`src/rtl/wp_gate_pkg.sv`:
```
package wp_gate_pkg;

   typedef enum logic [2:0] {
      REG_DOWN    = 3'd0,
      REG_SCRATCH = 3'd1,
      REG_KEY0    = 3'd2,
      REG_KEY1    = 3'd3,
      REG_VIOL    = 3'd4
   } reg_kind_e;

endpackage

```
`src/rtl/wp_addr_decode.sv`:
```
module wp_addr_decode
   import wp_gate_pkg::*;
#(
   parameter int ADDR_W       = 8,
   parameter int N_SCRATCH    = 3,
   parameter int SCRATCH_BASE = 'h60,
   parameter int KEY0_OFS     = 'h6C,
   parameter int KEY1_OFS     = 'h70,
   parameter int VIOL_OFS     = 'h74,
   parameter bit VIOL_EN      = 1'b1,
   localparam int IDX_W       = (N_SCRATCH > 1) ? $clog2(N_SCRATCH) : 1
) (
   input  logic [ADDR_W-1:0] addr,
   output reg_kind_e         kind,
   output logic [IDX_W-1:0]  scr_idx
);

   always_comb begin
      kind    = REG_DOWN;
      scr_idx = '0;
      for (int i = 0; i < N_SCRATCH; i++) begin
         if (addr == ADDR_W'(SCRATCH_BASE + 4 * i)) begin
            kind    = REG_SCRATCH;
            scr_idx = IDX_W'(i);
         end
      end
      if (addr == ADDR_W'(KEY0_OFS))
         kind = REG_KEY0;
      else if (addr == ADDR_W'(KEY1_OFS))
         kind = REG_KEY1;
      else if (VIOL_EN && addr == ADDR_W'(VIOL_OFS))
         kind = REG_VIOL;
   end

endmodule

```
`src/rtl/wp_key_unlock.sv`:
```
module wp_key_unlock #(
   parameter int                DATA_W   = 32,
   parameter logic [DATA_W-1:0] KEY0_VAL = DATA_W'(32'h83E7_0B13),
   parameter logic [DATA_W-1:0] KEY1_VAL = DATA_W'(32'h95A4_F1E0)
) (
   input  logic              clk,
   input  logic              rst_n,
   input  logic              wr_key0,
   input  logic              wr_key1,
   input  logic [DATA_W-1:0] wdata,
   output logic              key0_ok,
   output logic              key1_ok,
   output logic              unlocked
);

   always_ff @(posedge clk or negedge rst_n) begin
      if (!rst_n) begin
         key0_ok <= 1'b0;
         key1_ok <= 1'b0;
      end else if (wr_key0) begin
         key0_ok <= (wdata == KEY0_VAL);
         key1_ok <= 1'b0;
      end else if (wr_key1) begin
         key1_ok <= (wdata == KEY1_VAL) && key0_ok;
      end
   end

   assign unlocked = key0_ok & key1_ok;

   assert_open_after_key1_R2: assert property (@(posedge clk) disable iff (!rst_n)
      $rose(unlocked) |-> $past(wr_key1 && wdata == KEY1_VAL));

   assert_key1_needs_key0_R3: assert property (@(posedge clk) disable iff (!rst_n)
      (wr_key1 && !wr_key0 && !key0_ok) |=> !key1_ok);

   assert_bad_key0_closes_R4: assert property (@(posedge clk) disable iff (!rst_n)
      (wr_key0 && wdata != KEY0_VAL) |=> !unlocked);

   assert_bad_key1_closes_R4: assert property (@(posedge clk) disable iff (!rst_n)
      (wr_key1 && wdata != KEY1_VAL) |=> !unlocked);

endmodule

```
`src/rtl/wp_scratch.sv`:
```
module wp_scratch #(
   parameter int DATA_W    = 32,
   parameter int N_SCRATCH = 3,
   localparam int IDX_W    = (N_SCRATCH > 1) ? $clog2(N_SCRATCH) : 1
) (
   input  logic              clk,
   input  logic              rst_n,
   input  logic              wr_en,
   input  logic              unlocked,
   input  logic [IDX_W-1:0]  idx,
   input  logic [DATA_W-1:0] wdata,
   output logic [DATA_W-1:0] rdata
);

   logic [DATA_W-1:0] words [N_SCRATCH];

   for (genvar g = 0; g < N_SCRATCH; g++) begin : g_word
      always_ff @(posedge clk or negedge rst_n) begin
         if (!rst_n)
            words[g] <= '0;
         else if (wr_en && unlocked && idx == IDX_W'(g))
            words[g] <= wdata;
      end

      assert_scratch_frozen_R6: assert property (@(posedge clk) disable iff (!rst_n)
         !unlocked |=> $stable(words[g]));
   end

   always_comb begin
      rdata = '0;
      for (int i = 0; i < N_SCRATCH; i++)
         if (idx == IDX_W'(i)) rdata = words[i];
   end

endmodule

```
`src/rtl/wp_gate.sv`:
```
module wp_gate
   import wp_gate_pkg::*;
#(
   parameter int ADDR_W       = 8,
   parameter int DATA_W       = 32,
   parameter int N_SCRATCH    = 3,
   parameter int SCRATCH_BASE = 'h60,
   parameter int KEY0_OFS     = 'h6C,
   parameter int KEY1_OFS     = 'h70,
   parameter int VIOL_OFS     = 'h74,
   parameter bit VIOL_EN      = 1'b1,
   parameter logic [DATA_W-1:0] KEY0_VAL = DATA_W'(32'h83E7_0B13),
   parameter logic [DATA_W-1:0] KEY1_VAL = DATA_W'(32'h95A4_F1E0)
) (
   input  logic              clk,
   input  logic              rst_n,
   input  logic              bus_wr,
   input  logic [ADDR_W-1:0] bus_addr,
   input  logic [DATA_W-1:0] bus_wdata,
   output logic [DATA_W-1:0] bus_rdata,
   output logic              dn_wr,
   output logic [ADDR_W-1:0] dn_addr,
   output logic [DATA_W-1:0] dn_wdata,
   input  logic [DATA_W-1:0] dn_rdata,
   output logic              unlocked,
   output logic              viol
);

   localparam int IDX_W = (N_SCRATCH > 1) ? $clog2(N_SCRATCH) : 1;

   if (DATA_W < 32) begin : g_bad_width
      $error("wp_gate: DATA_W must hold a 32-bit key");
   end
   if (N_SCRATCH < 1) begin : g_bad_count
      $error("wp_gate: at least one scratch word is needed");
   end
   if (SCRATCH_BASE + 4 * N_SCRATCH > KEY0_OFS || KEY0_OFS == KEY1_OFS ||
       VIOL_OFS == KEY0_OFS || VIOL_OFS == KEY1_OFS) begin : g_bad_map
      $error("wp_gate: local register offsets overlap");
   end
   if ((1 << ADDR_W) <= VIOL_OFS || (1 << ADDR_W) <= KEY1_OFS) begin : g_bad_addr
      $error("wp_gate: ADDR_W too narrow for the offsets");
   end

   reg_kind_e         kind;
   logic [IDX_W-1:0]  scr_idx;
   logic              key0_ok, key1_ok;
   logic [DATA_W-1:0] scr_rdata;
   logic              blocked;

   wp_addr_decode #(
      .ADDR_W(ADDR_W), .N_SCRATCH(N_SCRATCH), .SCRATCH_BASE(SCRATCH_BASE),
      .KEY0_OFS(KEY0_OFS), .KEY1_OFS(KEY1_OFS), .VIOL_OFS(VIOL_OFS), .VIOL_EN(VIOL_EN)
   ) u_dec (
      .addr(bus_addr), .kind(kind), .scr_idx(scr_idx)
   );

   wp_key_unlock #(
      .DATA_W(DATA_W), .KEY0_VAL(KEY0_VAL), .KEY1_VAL(KEY1_VAL)
   ) u_keys (
      .clk(clk), .rst_n(rst_n),
      .wr_key0(bus_wr && kind == REG_KEY0),
      .wr_key1(bus_wr && kind == REG_KEY1),
      .wdata(bus_wdata),
      .key0_ok(key0_ok), .key1_ok(key1_ok), .unlocked(unlocked)
   );

   wp_scratch #(
      .DATA_W(DATA_W), .N_SCRATCH(N_SCRATCH)
   ) u_scr (
      .clk(clk), .rst_n(rst_n),
      .wr_en(bus_wr && kind == REG_SCRATCH),
      .unlocked(unlocked), .idx(scr_idx), .wdata(bus_wdata), .rdata(scr_rdata)
   );

   assign dn_wr    = bus_wr && kind == REG_DOWN && unlocked;
   assign dn_addr  = bus_addr;
   assign dn_wdata = bus_wdata;
   assign blocked  = bus_wr && !unlocked && (kind == REG_DOWN || kind == REG_SCRATCH);

   if (VIOL_EN) begin : g_viol
      logic viol_q;
      logic viol_clr;
      assign viol_clr = bus_wr && kind == REG_VIOL && bus_wdata[0];

      always_ff @(posedge clk or negedge rst_n) begin
         if (!rst_n)        viol_q <= 1'b0;
         else if (blocked)  viol_q <= 1'b1;
         else if (viol_clr) viol_q <= 1'b0;
      end
      assign viol = viol_q;

      assert_viol_set_R8: assert property (@(posedge clk) disable iff (!rst_n)
         blocked |=> viol);

      assert_viol_hold_R8: assert property (@(posedge clk) disable iff (!rst_n)
         (viol && !(bus_wr && bus_addr == ADDR_W'(VIOL_OFS) && bus_wdata[0])) |=> viol);
   end else begin : g_no_viol
      assign viol = 1'b0;
   end

   always_comb begin
      case (kind)
         REG_SCRATCH: bus_rdata = scr_rdata;
         REG_KEY0:    bus_rdata = DATA_W'(key0_ok);
         REG_KEY1:    bus_rdata = DATA_W'(key1_ok);
         REG_VIOL:    bus_rdata = DATA_W'(viol);
         default:     bus_rdata = dn_rdata;
      endcase
   end

   assert_no_local_dn_wr_R10: assert property (@(posedge clk) disable iff (!rst_n)
      (bus_wr && (bus_addr == ADDR_W'(KEY0_OFS) || bus_addr == ADDR_W'(KEY1_OFS))) |-> !dn_wr);

endmodule

```
`config.mk`:
```
export PLATFORM = sky130hd
export DESIGN_NAME = wp_gate
export DESIGN_NICKNAME = d
export VERILOG_FILES = /design/src/rtl/wp_gate_pkg.sv /design/src/rtl/wp_addr_decode.sv /design/src/rtl/wp_key_unlock.sv /design/src/rtl/wp_scratch.sv /design/src/rtl/wp_gate.sv
export SDC_FILE = /design/constraint.sdc
export NUM_CORES = 1
export LEC_CHECK = 0
export ABC_AREA = 1
export BUFFER_PORTS_ARGS = -buffer_cell sky130_fd_sc_hd__buf_2
export CELL_PAD_IN_SITES_DETAIL_PLACEMENT = 0
export CELL_PAD_IN_SITES_GLOBAL_PLACEMENT = 1
export CORE_ASPECT_RATIO = 1.4
export CORE_MARGIN = 2
export CORE_UTILIZATION = 42
export CTS_CLUSTER_DIAMETER = 60
export CTS_CLUSTER_SIZE = 10
export DETAILED_ROUTE_END_ITERATION = 6
export PLACE_DENSITY = 0.92
export SLEW_MARGIN = 10
export SYNTH_ARGS = -nofsm -noshare
export SYNTH_HDL_FRONTEND = slang
export SYNTH_HIERARCHICAL = 1
export SYNTH_SLANG_ARGS = --single-unit
```
`constraint.sdc`:
```
create_clock -name clk -period 6.7 [get_ports clk]
set_clock_uncertainty 0.2 [all_clocks]
set_input_delay 1.34 -clock clk [delete_from_list [all_inputs] [get_ports clk]]
set_output_delay 1.34 -clock clk [all_outputs]
set_load 0.1 [all_outputs]
```
; After elaboration in Yosys (flattened, before gate mapping)
; Cells that the tools add are included.
[op_classes]
eq_ne = 14
muxes = 16
n_reduce_logical = 20
n_bitwise = 1
[ops]
columns = operator, n
row1 = $pmux 32 s4, 1
row2 = $mux 32, 3
row3 = $eq 32x32->1 const B, 2
row4 = $eq 8x7->1 const B, 6
row5 = $mux 3, 5
row6 = $logic_and 1x1->1, 14
row7 = $eq 3x2->1 const B, 2
row8 = $mux 1, 6
row9 = $reduce_bool 2->1, 2
row10 = $eq 3x1->1 const B, 1
row11 = $eq 3x3->1 const B, 1
row12 = $logic_not 3->1, 1
row13 = $eq 2x1->1 const B, 1
row14 = $eq 2x2->1 const B, 1
row15 = $logic_not 2->1, 1
row16 = $mux 2, 1
row17 = $and 1x1->1, 1
row18 = $logic_not 1->1, 1
row19 = $logic_or 1x1->1, 1
[word_totals]
ff_bits = 99
input_bits = 75
wordCells = 57
out_inout_bits = 75

; Depth between registers and ports, before layout
; Gate-level depths: netlist (run 1).
[depth]
ltp_word = 12
depth_mapped = 15
depth_no_buf = 13

; Hierarchy
; The synthesis (run 1) kept the hierarchy.
[by_module_without_submodules]
columns = mod, cells_each, n_inst, area_each_um2, seq_area_each_um2
row1 = wp_scratch, 562, 1, 4578.1, 2402.3
row2 = wp_gate, 175, 1, 1197.4, 25.0
row3 = wp_key_unlock, 81, 1, 365.4, 50.0
row4 = wp_addr_decode, 30, 1, 140.1, 0.0

; Worst setup path after synthesis (run 1)
; Ideal clock, no wire load.
[synth_path]
path_kind = input-to-output
start = input port bus_addr[7]
end = output port dn_wr
required_time_ns = 5.160
path_buffers = 1
path_stages = 9
arrival_time_ns = 4.785
setup_slack_ns = 0.375
cell_sequence = inv_2 > nand2_2 > nor2_1 > nand2_1 > nand2_1 > buf_6 > nor2_4 > inv_4 > nor4_1
[synth_between]
elab_chain_cells = 10
elab_cells_between_ends = 15
classes_between = eq/ne: 6 / mux: 6 / reduce/logical: 3
[synth_rtl]
columns = item, line_no
row1 = "start, declared", wp_gate.sv:18  ; input logic [ADDR_W-1:0] bus_addr,
row2 = $eq 8x7->1, wp_addr_decode.sv:22  ; if (addr == ADDR_W'(SCRATCH_BASE + 4 * i)) begin
row3 = $mux 1, wp_addr_decode.sv:22
row4 = $mux 3 (2 in a row), wp_addr_decode.sv:22
row5 = $mux 3, wp_addr_decode.sv:31  ; else if (VIOL_EN && addr == ADDR_W'(VIOL_OFS))
row6 = $mux 3, wp_addr_decode.sv:29  ; else if (addr == ADDR_W'(KEY1_OFS))
row7 = $mux 3 (*), wp_addr_decode.sv:27  ; if (addr == ADDR_W'(KEY0_OFS))
row8 = named net kind[0], wp_gate.sv:45  ; reg_kind_e kind;
row9 = $logic_not 3->1 (*), wp_gate.sv:76  ; assign dn_wr = bus_wr && kind == REG_DOWN && unlocked;
row10 = $logic_and 1x1->1 (*) (2 in a row), wp_gate.sv:76
row11 = "end, declared", wp_gate.sv:21  ; output logic dn_wr,
; Mark *: on every way through the listed nets, which the timed path passes. The rest lies on a longest branch.

; Final worst setup path (run 1)
[layout_path]
start = input port bus_addr[7]
end = output port bus_rdata[17]
[layout_between]
elab_cells_between_ends = 25
classes_between = eq/ne: 12 / mux: 12 / reduce/logical: 1
[layout_rtl]
columns = item, line_no
row1 = $eq 8x7->1 (*), wp_addr_decode.sv:22
row2 = $mux 2 (*), wp_addr_decode.sv:22
row3 = named net scr_idx[1], wp_gate.sv:46  ; logic [IDX_W-1:0] scr_idx;
row4 = $logic_not 2->1, wp_scratch.sv:32  ; if (idx == IDX_W'(i)) rdata = words[i];
row5 = $mux 32 (2 in a row), wp_scratch.sv:32
row6 = $mux 32 (*), wp_scratch.sv:32
row7 = named net scr_rdata[17], wp_gate.sv:48  ; logic [DATA_W-1:0] scr_rdata;
row8 = $pmux 32 s4 (*), wp_gate.sv:103  ; case (kind)
row9 = "end, declared", wp_gate.sv:20  ; output logic [DATA_W-1:0] bus_rdata,
; Marked as above.

==> impl_metrics.tcl, run 1 <==
set metrics [dict create \
    setup_viol 0 \
    ioPinCount 150 \
    drc 0 \
    worst_path_largest_cell_delay_ps 420 \
    grt_pass1_wl_mm 27.1 \
    yosysWarnings 6 \
    crit_fanout 21 \
    status "completed" \
    synth_cells 848 \
    clock_sinks 99 \
    critPathKind "in -> out" \
    htreeDepth 3 \
    cp.arrival_ps 3720 \
    synth_cell_types 25 \
    slew_violations 0 \
    maxCapViolCount 0 \
    synth_ff_type "dfrtp_1" \
    clkLatencyLatePin_ps 340 \
    syn_to_final_growth_pct 9.94 \
    finalHoldViolCount 0 \
    setup_slack_ps 1440 \
    grt_pass1_vias 5308 \
    critPathTopFamily "simple AND/OR/NAND/NOR gates" \
    numCtsBuffers 9 \
    crit_chain "buf_2 > inv_2 > nand2_2 > nor2_4 > inv_2 > nor2_1 > inv_1 > nor2_4 > buf_4 > nand2_1 > nand3_2 > nand3_1 > nand2_1 > buf_2" \
    critPathRequiredTime_ps 5160 \
    cts_tree "done" \
    grt_max_degree 76 \
    powerDensity_nw_per_um2 201 \
    synth_edf_count 0 \
    vias 5724 \
    yosys-top-cells-area "dfrtp_1, nand2_1, nand3_1, nand3_2, buf_4" \
    register_area_sq_um 2480 \
    drt_iter0_markers 414 \
    nNetsFinal 1003 \
    ys_ff_latch 99 \
    initial_utilization_pct 43.1 \
    dieWidth_microns 107 \
    period_needed_ps 5260 \
    fp.coreArea_sq_um 14600 \
    overflow 0 \
    worst-path-buf-inv 6 \
    post-place-ws_ps 1440 \
    cts_root_buf "clkbuf_16" \
    slowest_stage "buf_2" \
    crit_path_end_kind "output pin" \
    clockBufferDepth 2 \
    vias_per_cell 5.11 \
    rows 52 \
    multi_input_area_sq_um 2910 \
    worstMarginPinSlew_ps 794 \
    finalSetupTns_ps 0 \
    ir_drop_mv 0.108 \
    avgSynthCellArea_sq_um 7.41 \
    path_clk_slew_ps 60 \
    dpl.hpwl_mm 11.4 \
    track_usage_pct 21.5 \
    fillers 1542 \
    postCtsResizedCells 0 \
    timing.slew.headroom_pct 47.0 \
    hold_path_class "reg -> reg" \
    die_y_microns 149 \
    diodes 0 \
    ant_nets 0 \
    cts_hold_buf 0 \
    fin_crit_sh_pct 78.5 \
    leakagePower_uw 0.00406 \
    synth_area_leader_cell "dfrtp_1" \
    wl_per_cell_microns 15.2 \
    fmax_mhz 190 \
    rsz0062_at_grt "no" \
    syn_nets 923 \
    layout-drive-gt1-share_pct 26.0 \
    die_area_sq_um 16000 \
    cp-start-kind "primary input" \
    io_buffers 149 \
    finalWeightedCongestion 0.779 \
    async_flop_share_pct 100 \
    routed_wl_mm 17.0 \
    postCtsSetupBuffers 0 \
    ys_seq_area_share_pct 39.4 \
    antenna_found_initial 0 \
    mappedNetlistArea_sq_um 6280 \
    dr.pass1.iters 5 \
    yosys.area.top_type_share_pct 39.4 \
]
==> cell families after synthesis <==
| group | count (synthesis) | synth area share [%] |
|---|---|---|
| buf+inv | 134 | 14.7 |
| simple gates | 614 | 45.8 |
| compound gates | 1 | 0.0796 |
| flops | 99 | 39.4 |
==> path summary, 6_finish.rpt <==
kind | startpoint | depth (start not counted) | slack [ps] | end
min in group asynchronous | rst_n | 1 | 800 | u_scr/words[80]
worst max-delay path | bus_addr[7] | 14 | 1440 | bus_rdata[17]
worst max register to register | u_keys/key0_ok | 8 | 4230 | u_scr/words[65]
max in group asynchronous | rst_n | 2 | 4330 | u_scr/words[47]
worst min-delay path | u_scr/words[75] | 2 | 270 | u_scr/words[75]
worst min register to register | u_scr/words[75] | 2 | 270 | u_scr/words[75]
==> tightest hold or removal path: cells and delay by family (launching register included) <==
family / cells / cell delay (ps)
DFF: 1 / 340
and+or+nand+nor: 2 / 100
==> registers in the layout, indices dropped and copies added, names as in the netlist <==
name	flops
u_scr/words	96
u_keys/key1_ok	1
viol	1
u_keys/key0_ok	1
==> metrics by stage <==
stage | util (%) | cells | area (sq um) | power, uW | hold WS (ps)
finish | 47.4 | 1121 | 6910 | 1390 | 270
global route | 47.4 | 1121 | 6910 | 1430 | 287
CTS | 47.4 | 1121 | 6910 | 1400 | 275
detailed placement | 45.5 | 1106 | 6630 | 907 | 258
global placement | 45.5 | 1106 | 6630 | 906 | 253
floorplan | - | 848 | 6280 | 845 | 242
==> routing by layer <==
layer / GRT usage (%) / up-vias / routed length, microns
li1: - / 2804 / -
met1: 27.4 / 2740 / 7040
met2: 38.4 / 167 / 8900
met3: 2.59 / 13 / 803
met4: 6.03 / 0 / 245
met5: 0 / - / 0
==> synth_stat cells (2+ instances only) <==
| library cell | number |
|---|---|
| nand4_1 | 3 |
| buf_6 | 11 |
| nand2_1 | 365 |
| buf_4 | 54 |
| nor4_1 | 4 |
| inv_2 | 5 |
| inv_1 | 33 |
| nand3b_1 | 2 |
| nand3_2 | 48 |
| nor2_2 | 2 |
| nand3_1 | 153 |
| clkbuf_8 | 6 |
| buf_12 | 3 |
| clkbuf_1 | 3 |
| buf_2 | 17 |
| nor2_4 | 3 |
| dfrtp_1 | 99 |
| nor2_1 | 30 |
==> cells in the final DEF, fill, tap and decap left out, drive strengths merged <==
| cell type | count |
|---|---|
| inv | 39 |
| buf | 163 |
| nand3 | 201 |
| clkbuf | 13 |
| clkinv | 3 |
| nor4 | 4 |
| nand2 | 368 |
| nor2b | 1 |
| dfrtp | 99 |
| nand4 | 3 |
| nand3b | 2 |
| nor2 | 35 |
| o21ai | 1 |
==> area by class of cell <==
| cell class | count | area share (%) |
|---|---|---|
| multi-input cells | 615 | 42.1 |
| flip-flops and latches | 99 | 35.9 |
| repair buffers | 163 | 12.4 |
| clock buffers | 13 | 3.91 |
| well taps | 189 | 3.42 |
| inverters | 40 | 2.21 |
| clock inverters | 2 | 0.145 |
==> power by group <==
group | switching (uW) | internal (uW)
clock network | 214 | 279
registers | 1.07 | 598
logic | 247 | 46.9
total | 463 | 925
Power figures use the tool's default switching activity.
==> run 2, diff against run 1 <==
--- a/config.mk
+++ b/config.mk
@@ -11,11 +11,11 @@
 export CELL_PAD_IN_SITES_GLOBAL_PLACEMENT = 1
 export CORE_ASPECT_RATIO = 1.4
 export CORE_MARGIN = 2
-export CORE_UTILIZATION = 42
+export CORE_UTILIZATION = 35
 export CTS_CLUSTER_DIAMETER = 60
 export CTS_CLUSTER_SIZE = 10
 export DETAILED_ROUTE_END_ITERATION = 6
-export PLACE_DENSITY = 0.92
+export PLACE_DENSITY = 0.83
 export SLEW_MARGIN = 10
 export SYNTH_ARGS = -nofsm -noshare
 export SYNTH_HDL_FRONTEND = slang
==> constraint.sdc (replaced) <==
create_clock -name clk -period 4.8 [get_ports clk]
set_clock_uncertainty 0.2 [all_clocks]
set_input_delay 0.96 -clock clk [delete_from_list [all_inputs] [get_ports clk]]
set_output_delay 0.96 -clock clk [all_outputs]
set_load 0.1 [all_outputs]
==> run 2 against run 1 <==
  * Count of clock-buffer cells in the layout is 3 lower
  * Core utilization is 4.9 points lower
  * Hold slack better by 1.1 ps
  * Sequential share of layout area is 3.1 points lower
  * First-iteration DRC count is 9.7% lower
  * Critical endpoint is now bus_rdata[18]
  * Largest power group unchanged
  * Highest routed layer unchanged
==> impl_metrics.tcl, run 2 (synthesis results as in run 1) <==
set metrics [dict create \
    ant_nets 0 \
    syn_to_final_growth_pct 20.2 \
    slowest_stage "nor2_1" \
    grt_pass1_wl_mm 28.5 \
    ioPinCount 150 \
    largest_reg_flops 96 \
    worstMarginPinSlew_ps 937 \
    vias 5622 \
    hold_slack_ps 271 \
    clkLatencyLatePin_ps 350 \
    swShare_pct 32.4 \
    register_area_sq_um 2480 \
    wl_per_cell_microns 14.9 \
    setup_viol 0 \
    crit_fanout 65 \
    io_buffers 149 \
    dpl.hpwl_mm 11.9 \
    fin_crit_sh_pct 83.7 \
    cts_hold_buf 0 \
    track_usage_pct 19.1 \
    fp.coreArea_sq_um 17800 \
    cp-start-kind "primary input" \
    slew_violations 0 \
    grt_pass1_vias 5447 \
    powerDensity_nw_per_um2 279 \
    critPathKind "in -> out" \
    cp.arrival_ps 2860 \
    internal-power_uw 1420 \
    drc 0 \
    cts_root_buf "clkbuf_16" \
    p_sw_uw 683 \
    ir_drop_mv 0.165 \
    initial_utilization_pct 35.3 \
    maxCapViolCount 0 \
    setup_slack_ps 784 \
    period_needed_ps 4020 \
    status "completed" \
    grt_max_degree 73 \
    path_clk_slew_ps 60 \
    top_register "u_scr/words" \
    finalWeightedCongestion 0.782 \
    antenna_found_initial 0 \
    diodes 0 \
    combPwrFrac_pct 22.5 \
    dr.pass1.iters 4 \
    htreeDepth 3 \
    finalHoldViolCount 0 \
    fmax_mhz 249 \
    p_seq_share_pct 39.7 \
    rsz0062_at_grt "no" \
    layout-drive-gt1-share_pct 26.3 \
    postCtsSetupBuffers 0 \
    fillers 1863 \
    power.total_uw 2110 \
    hold_path_class "reg -> reg" \
    clock_sinks 99 \
    rows 58 \
    die_y_microns 163 \
    multi_input_area_sq_um 2910 \
    mostFrequentLayoutCells "nand2_1, nand3_1, buf_2, dfrtp_1, nand3_2" \
    cts_tree "done" \
    numCtsBuffers 9 \
    routed_wl_mm 17.5 \
    die_area_sq_um 19000 \
    postCtsResizedCells 0 \
    power_frac_clock_pct 37.8 \
    post-place-ws_ps 750 \
    nNetsFinal 1004 \
    clockBufferDepth 2 \
    drt_iter0_markers 374 \
    leakagePower_uw 0.00427 \
    crit_path_end_kind "output pin" \
    crit_chain "buf_2 > inv_2 > nand2_2 > nor2_4 > inv_2 > nor2_1 > inv_1 > nor2_4 > buf_12 > nand2_1 > nand3_2 > nand3_1 > nand2_1 > buf_12" \
    critPathRequiredTime_ps 3640 \
    overflow 0 \
    dieWidth_microns 117 \
    vias_per_cell 4.79 \
    final_core_utilization_pct 42.5 \
    finalSetupTns_ps 0 \
    worst_path_largest_cell_delay_ps 320 \
    layout_commonest_cell "nand2_1" \
    timing.slew.headroom_pct 37.6 \
]
[run 2: cell count changes in the layout (fill, tap and decap cells not counted), moves of 2 or more]
cell	delta
buf_2	-33
clkbuf_8	-2
clkinv_2	-2
clkinv_4	+2
buf_12	+35
bufinv_16	+2
[run 2: power by group through the flow]
stage,logic (uW),registers [uW],clock network [uW]
6_report,474,836,797
5_1_grt,495,836,846
4_1_cts,478,836,810
3_5_place_dp,478,852,0
3_3_place_gp,477,852,0
2_1_floorplan,327,852,0
[run 2: layout make-up]
type / instances / area share [%]
clock inverters: 5 / 1.14
inverters: 40 / 2.02
clock buffers: 10 / 3.17
multi-input cells: 615 / 38.6
repair buffers: 164 / 18.3
flip-flops and latches: 99 / 32.8
well taps: 240 / 3.98
[run 2: per-stage QoR]
stage / instance area, sq um / cells
floorplan: 6290 / 848
global placement: 7220 / 1158
detailed placement: 7220 / 1158
CTS: 7550 / 1173
global route: 7550 / 1173
finish: 7550 / 1173
[run 2: worst max-delay path: cells and delay by family]
family	cells	cell delay [ps]
buf+inv	6	760
simple gates	8	1070
[run 2: path summary, 6_finish.rpt]
kind,start,to,slack [ps],depth (start not counted)
worst max register to register,u_keys/key1_ok,u_scr/words[15],2400,8
worst min register to register,u_scr/words[11],u_scr/words[11],270,2
max in group asynchronous,rst_n,u_scr/words[12],2920,2
worst max-delay path,bus_addr[7],bus_rdata[18],780,14
min in group asynchronous,rst_n,u_scr/words[78],520,1
worst min-delay path,u_scr/words[11],u_scr/words[11],270,2
[run 2: per-layer routing]
metal	up-vias	track usage (%)	wire length [microns]	share of wire (%)
li1	2812	-	-	-
met1	2627	25.0	7390	42
met2	145	32.5	9040	52
met3	38	1.71	623	3.6
met4	0	6.84	465	2.7
met5	-	0	0	0
